===== config.mk =====
export PLATFORM = sky130hd
export DESIGN_NAME = ssync_start_point
export DESIGN_NICKNAME = d
export VERILOG_FILES = /design/src/rtl/ssync_pkg.sv /design/src/rtl/ssync_wait_timer.sv /design/src/rtl/ssync_phase_ctr.sv /design/src/rtl/ssync_coarse_ctr.sv /design/src/rtl/ssync_start_point.sv
export SDC_FILE = /design/constraint.sdc
export NUM_CORES = 1
export LEC_CHECK = 0
export ABC_CLOCK_PERIOD_IN_PS = 2900
export BUFFER_PORTS_ARGS = -buffer_cell sky130_fd_sc_hd__buf_2
export CAP_MARGIN = 10
export CORE_MARGIN = 2
export CORE_UTILIZATION = 60
export CTS_CLUSTER_DIAMETER = 150
export DETAILED_ROUTE_END_ITERATION = 12
export GPL_ROUTABILITY_DRIVEN = 1
export PLACE_DENSITY_LB_ADDON = 0.25
export SYNTH_ARGS = -nofsm -noshare
export SYNTH_HDL_FRONTEND = slang
export SYNTH_SLANG_ARGS = --single-unit

===== constraint.sdc =====
create_clock -name clk -period 2.9 [get_ports clk]
set_input_delay 0.145 -clock clk [delete_from_list [all_inputs] [get_ports clk]]
set_output_delay 0.145 -clock clk [all_outputs]
set_load 0.005 [all_outputs]

===== src/rtl/ssync_pkg.sv =====
package ssync_pkg;

    // Sequencing state of the start-point timer.
    typedef enum logic {
        SS_WAIT = 1'b0,
        SS_RUN  = 1'b1
    } ss_state_e;

    // True when v is a power of two (the phase index must wrap naturally).
    function automatic bit is_pow2(input int unsigned v);
        return (v != 0) && ((v & (v - 1)) == 0);
    endfunction

endpackage


===== src/rtl/ssync_wait_timer.sv =====
module ssync_wait_timer
    import ssync_pkg::*;
#(
    parameter int WAIT_W = 16
) (
    input  logic              clk,
    input  logic              rst,
    input  logic              sys_stb,
    input  logic [WAIT_W-1:0] wait_cfg,
    output logic              run_o
);

    ss_state_e         state_q;
    logic [WAIT_W-1:0] seen_q;
    logic [WAIT_W-1:0] limit_q;
    logic              last_period;

    assign last_period = (seen_q == limit_q);

    always_ff @(posedge clk) begin
        if (rst) begin
            state_q <= SS_WAIT;
            seen_q  <= '0;
            limit_q <= wait_cfg;
        end else if (state_q == SS_WAIT && sys_stb) begin
            if (last_period) begin
                state_q <= SS_RUN;
            end else begin
                seen_q <= seen_q + WAIT_W'(1);
            end
        end
    end

    assign run_o = (state_q == SS_RUN);

    // entry into counting only happens on an edge carrying a strobe
    p_start_on_strobe_r3: assert property (@(posedge clk) disable iff (rst)
        (state_q == SS_RUN && $past(state_q) == SS_WAIT) |-> $past(sys_stb));

    // captured limit does not move outside reset
    p_limit_frozen_r2: assert property (@(posedge clk) disable iff (rst)
        !$past(rst) |-> $stable(limit_q));

endmodule


===== src/rtl/ssync_phase_ctr.sv =====
module ssync_phase_ctr #(
    parameter int PHASES = 8,
    localparam int MID_W = $clog2(PHASES)
) (
    input  logic             clk,
    input  logic             rst,
    input  logic             run,
    output logic [MID_W-1:0] mid_o,
    output logic             wrap_o
);

    localparam logic [MID_W-1:0] LAST = MID_W'(PHASES - 1);

    logic [MID_W-1:0] mid_q;

    always_ff @(posedge clk) begin
        if (rst) begin
            mid_q <= '0;
        end else if (run) begin
            mid_q <= mid_q + MID_W'(1);
        end
    end

    assign mid_o  = mid_q;
    assign wrap_o = run && (mid_q == LAST);

    // phase index steps by one each cycle while counting
    p_mid_step_r6: assert property (@(posedge clk) disable iff (rst)
        ($past(run) && run) |-> (mid_q == $past(mid_q) + MID_W'(1)));

endmodule


===== src/rtl/ssync_coarse_ctr.sv =====
module ssync_coarse_ctr #(
    parameter int COARSE_W = 15
) (
    input  logic                clk,
    input  logic                rst,
    input  logic                step,
    output logic [COARSE_W-1:0] coarse_o
);

    logic [COARSE_W-1:0] coarse_q;

    always_ff @(posedge clk) begin
        if (rst) begin
            coarse_q <= '0;
        end else if (step) begin
            coarse_q <= coarse_q + COARSE_W'(1);
        end
    end

    assign coarse_o = coarse_q;

    // full value rolls over to zero on a step
    p_coarse_wrap_r8: assert property (@(posedge clk) disable iff (rst)
        ($past(step) && $past(coarse_q) == {COARSE_W{1'b1}}) |-> (coarse_q == '0));

endmodule


===== src/rtl/ssync_start_point.sv =====
module ssync_start_point
    import ssync_pkg::*;
#(
    parameter int PHASES   = 8,
    parameter int COARSE_W = 15,
    parameter int WAIT_W   = 16,
    localparam int MID_W   = $clog2(PHASES)
) (
    input  logic                clk,
    input  logic                rst,
    input  logic                sys_stb,
    input  logic [WAIT_W-1:0]   wait_cfg,
    output logic                start_o,
    output logic [MID_W-1:0]    mid_o,
    output logic [COARSE_W-1:0] coarse_o
);

    if (!is_pow2(PHASES) || PHASES < 2) begin : g_bad_phases
        initial $error("PHASES must be a power of two of at least 2");
    end

    logic run;
    logic wrap;

    ssync_wait_timer #(.WAIT_W(WAIT_W)) u_timer (
        .clk      (clk),
        .rst      (rst),
        .sys_stb  (sys_stb),
        .wait_cfg (wait_cfg),
        .run_o    (run)
    );

    ssync_phase_ctr #(.PHASES(PHASES)) u_phase (
        .clk    (clk),
        .rst    (rst),
        .run    (run),
        .mid_o  (mid_o),
        .wrap_o (wrap)
    );

    ssync_coarse_ctr #(.COARSE_W(COARSE_W)) u_coarse (
        .clk      (clk),
        .rst      (rst),
        .step     (wrap),
        .coarse_o (coarse_o)
    );

    assign start_o = run;

    // reset clears everything at the next edge
    p_reset_clear_r1: assert property (@(posedge clk)
        rst |=> (!start_o && mid_o == '0 && coarse_o == '0));

    // start stays high until reset
    p_start_hold_r9: assert property (@(posedge clk) disable iff (rst)
        start_o |=> start_o);

    // counters idle at zero before start
    p_idle_zero_r5: assert property (@(posedge clk) disable iff (rst)
        !start_o |-> (mid_o == '0 && coarse_o == '0));

    // coarse moves exactly when the phase index wraps
    p_coarse_align_r7: assert property (@(posedge clk) disable iff (rst)
        ($past(start_o) && start_o) |->
        (coarse_o == $past(coarse_o) + COARSE_W'($past(mid_o) == MID_W'(PHASES - 1))));

    // stimulus assumption: strobe is a single-cycle pulse
    p_strobe_single: assert property (@(posedge clk) disable iff (rst)
        sys_stb |=> !sys_stb);

endmodule


==> results by group <==
Run status
  • Run status: complete, no violations

Flow run
  • Max_cap viols: 0

Placement
  • RD Place Congestion: 0.7810
  • Post-detail-place hpwl: 2649 um
  • Post-Place Worst Slack: 0.8607 ns
  • Count of input and output buffers: 37
  • Post-placement cell count: 301

Synth
  • Share of the synthesized netlist area taken by xor and xnor gates: 10.63%
  • Basic-gate share of the synthesized area counting and, or, nand and nor cells: 21.58%
  • Number of flip-flops and latches in the synthesized netlist: 51
  • Synthesized-area fraction occupied by ao, oa, aoi and oai cells: 7.918%
  • Number of instances in the synthesized netlist: 223
  • Synthesized-area fraction occupied by adder cells: 2.169%
  • Post-synth top area share: 30.37%
  • Yosys cell types: 33
  • Cell types occupying the most area after synthesis: dfxtp_1 (30%), edfxtp_1 (21%), xnor2_1 (7.6%)
  • Sequential fraction of the synthesis area: 51.19%
  • Combinational family with the most area after synthesis: simple AND/OR/NAND/NOR gates
  • Ys flop type: dfxtp_1
  • Area of the mapped netlist: 2307 um2
  • Warning count from the yosys run: 0
  • Mapped Nets: 246
  • Post-synthesis mux area share: 2.766%
  • Avg Cell Area, Syn: 10.35 um2
  • Async S/R FF share, synth: 0%
  • Most area-hungry cell type in the Yosys netlist: dfxtp_1
  • Number of enable flip-flop cells after synthesis: 16

Routing
  • Via density per instance: 5.506
  • DRT antenna net count: 0
  • DR vias: 1,696
  • Detailed Routing Iterations Pass 1: 4
  • Post-detailed-routing wire length: 3884 um
  • First-iteration detailed-routing DRC count: 112
  • Routed wire length per instance: 12.61 um
  • Total DRC errors in the routed layout: 0

Global route
  • Routing usage on met3: 4.089%
  • Grt total ovfl: 0
  • First-pass GRT wire length: 6762 um
  • Number of antenna violations at the first check in global routing: 0
  • Total track usage: 20.37%
  • Met2 Use GR: 31.69%
  • Global-route track usage on met1: 27.15%
  • Number of global-route vias before repair: 1,548
  • Largest net degree at the start of global routing: 46
  • GR peak layer: met2

Timing
  • Post-route minimum period: 2.082 ns
  • Transition time at the pin with the least slew margin: 0.8545 ns
  • Headroom to the max-slew limit: 43.04%
  • Setup Total Neg Slack: 0 ns
  • Clock Skews: 0.008968 ns
  • Maximum operating frequency: 0.4804 GHz
  • Hold violation count in the final report: 0
  • Setup repair after global routing missed its margin: false
  • Final period utilization: 71.79%
  • Finish-stage setup viols: 0
  • Post-layout worst setup margin: 0.8182 ns
  • Pins Over Slew Limit: 0

Setup path
  • Max stage delay cell, worst path: or3_1
  • CP dominant cell by count: ha_1
  • Worst EP arrival: 2.30 ns
  • Category of the most critical setup path: reg2reg
  • Critical path's largest stage delay: 0.40 ns
  • Startpoint type of the worst setup path: flop
  • Startpoint of the most critical setup path: u_phase.mid_o[0]
  • Reg-to-reg endpoint: u_coarse.coarse_o[13]
  • Startpoint of the lowest-slack register-to-register path: u_phase.mid_o[0]
  • Number of cells on the worst reg-to-reg path: 7
  • Flop-to-flop setup slack: 0.82 ns
  • Crit-path max FO: 5
  • Crit end category: flop
  • Cell breakdown of the critical path: ha_1 > ha_1 > and4_1 > and2_1 > nand3_1 > or3_1 > a21oi_1
  • Data required time at the worst endpoint: 3.12 ns

Final layout
  • Layout cells sized above 1: 19.23%
  • Finished Layout Cells: 308
  • Most frequent standard cell in the layout excluding fill and tap cells: buf_2
  • Area growth from synthesis to final layout: 11.50%
  • Top library cells by usage in the layout, fill and taps aside: buf_2 (37), dfxtp_1 (35), nor2_1 (25)
  • Number of inserted diodes: 0
  • Final nets: 283
  • Fill cell instance count of the final layout: 291

Power and ir drop
  • Leak pwr: 0.0009372 uW
  • Pwr/cell area: 465.3 nW/um2
  • Highest ir drop seen on vdd: 0.0002993 V

Floorplanning
  • Initial core utilization: 62.55%
  • Die ar.: 4357 um2
  • Chip height: 66.01 um
  • Number of ports placed on the die boundary: 38
  • Number of cell rows: 22
  • Die width: 66.01 um
  • Area of the core: 3689 um2

Clock tree
  • Clock-pin transition on the worst setup and hold timing paths: 0.08 ns
  • Number of buffers created by CTS: 5
  • Post-cts resize count: 0
  • Clock insertion delay at the later pin of the skew report: 0.30 ns
  • Number of setup buffers added after CTS: 0
  • Number of clock sinks: 51
  • Number of buffers on the longest clock path: 2
  • Clock tree from TritonCTS: done
  • Count of hold-fix buffers inserted at cts: 0
  • Clock root buffer: clkbuf_8
  • H-tree depth reported by CTS: 2

Min path
  • Hold path startpoint: wait_cfg[11]
  • Hold WC Path Type: in2reg
  • WHS Endpoint: u_timer.limit_q[11]
  • Cell depth of the worst hold path: 1
## per-stage QoR
| stage | power (uW) | hold WS (ns) | util [%] | cell area (um2) |
|---|---|---|---|---|
| 3_3_place_gp | 842.5 | 0.3210 | 67.67 | 2496 |
| 3_5_place_dp | 844.6 | 0.3231 | 67.67 | 2496 |
| 4_1_cts | 1213 | 0.007959 | 69.74 | 2572 |
| 5_1_grt | 1245 | 0.006173 | 69.74 | 2572 |
| 2_1_floorplan | 821.6 | 0.2439 | - | 2307 |
| 6_report | 1197 | 0.01817 | 69.74 | 2572 |
## cells by family after synthesis
| kind of cell | count (synthesis) |
|---|---|
| and+or+nand+nor | 89 |
| muxes | 6 |
| AOI/OAI and AO/OA | 32 |
| buffers and inverters | 13 |
| xor gates and xnor gates | 28 |
| adders and majority gates | 4 |
| DFF | 51 |
## worst max-delay path by stage
stage	endpoint	slack [ns]	cells after the start
6_report	u_coarse.coarse_o[13]	0.82	7
5_1_grt	u_coarse.coarse_o[13]	0.61	7
4_1_cts	u_coarse.coarse_o[13]	0.83	7
3_5_place_dp	u_coarse.coarse_o[13]	0.86	7
3_3_place_gp	u_coarse.coarse_o[13]	0.92	7
2_1_floorplan	u_coarse.coarse_o[11]	1.07	7
## cell type report
cell class / instances / area, um2 / share of cell area (%)
Sequential cell: 51 / 1181 / 45.91
Multi-Input combinational cell: 159 / 1040 / 40.42
Timing Repair Buffer: 39 / 200.2 / 7.782
Clock buffer: 7 / 76.32 / 2.967
Tap cell: 48 / 60.06 / 2.335
Inverter: 4 / 15.01 / 0.5837
## synth_stat cells, types with 2 or more instances
library cell / instances
a21oi_1: 17
and2_1: 2
and4_1: 2
buf_6: 3
clkbuf_1: 3
dfxtp_1: 35
edfxtp_1: 16
ha_1: 4
inv_1: 4
mux2_1: 3
mux2i_1: 3
nand2_1: 13
nand2b_1: 2
nand3_1: 8
nand4_1: 12
nor2_1: 25
nor2b_1: 3
nor3_1: 2
o21ai_0: 6
o31ai_1: 9
or3_1: 6
or4_1: 7
or4_2: 2
xnor2_1: 20
xor2_1: 8
## routing by layer
metal | vias to the layer above | routed length (um)
li1 | 877 | -
met1 | 776 | 1885
met2 | 34 | 1760
met3 | 9 | 147
met4 | 0 | 91
met5 | - | 0
## critical path: cells and delay by family (launching register included)
family,cells,cell delay [ns]
simple gates,4,1.09
fa+ha+maj,2,0.41
compound gates,1,0.14
flops,1,0.37
## sequential cells by signal, summed over array words and instances, names as in the netlist
name / count
u_timer.limit_q: 16
u_timer.seen_q: 16
u_coarse.coarse_o: 15
u_phase.mid_o: 3
u_timer.run_o: 1
## where the power goes
| part | internal, uW | switching [uW] | leakage [uW] |
|---|---|---|---|
| logic | 28.0 | 30.0 | 0.000460 |
| registers | 758 | 11.1 | 0.000439 |
| clock network | 166 | 203 | 0.0000383 |
Power figures use the tool's default switching activity.
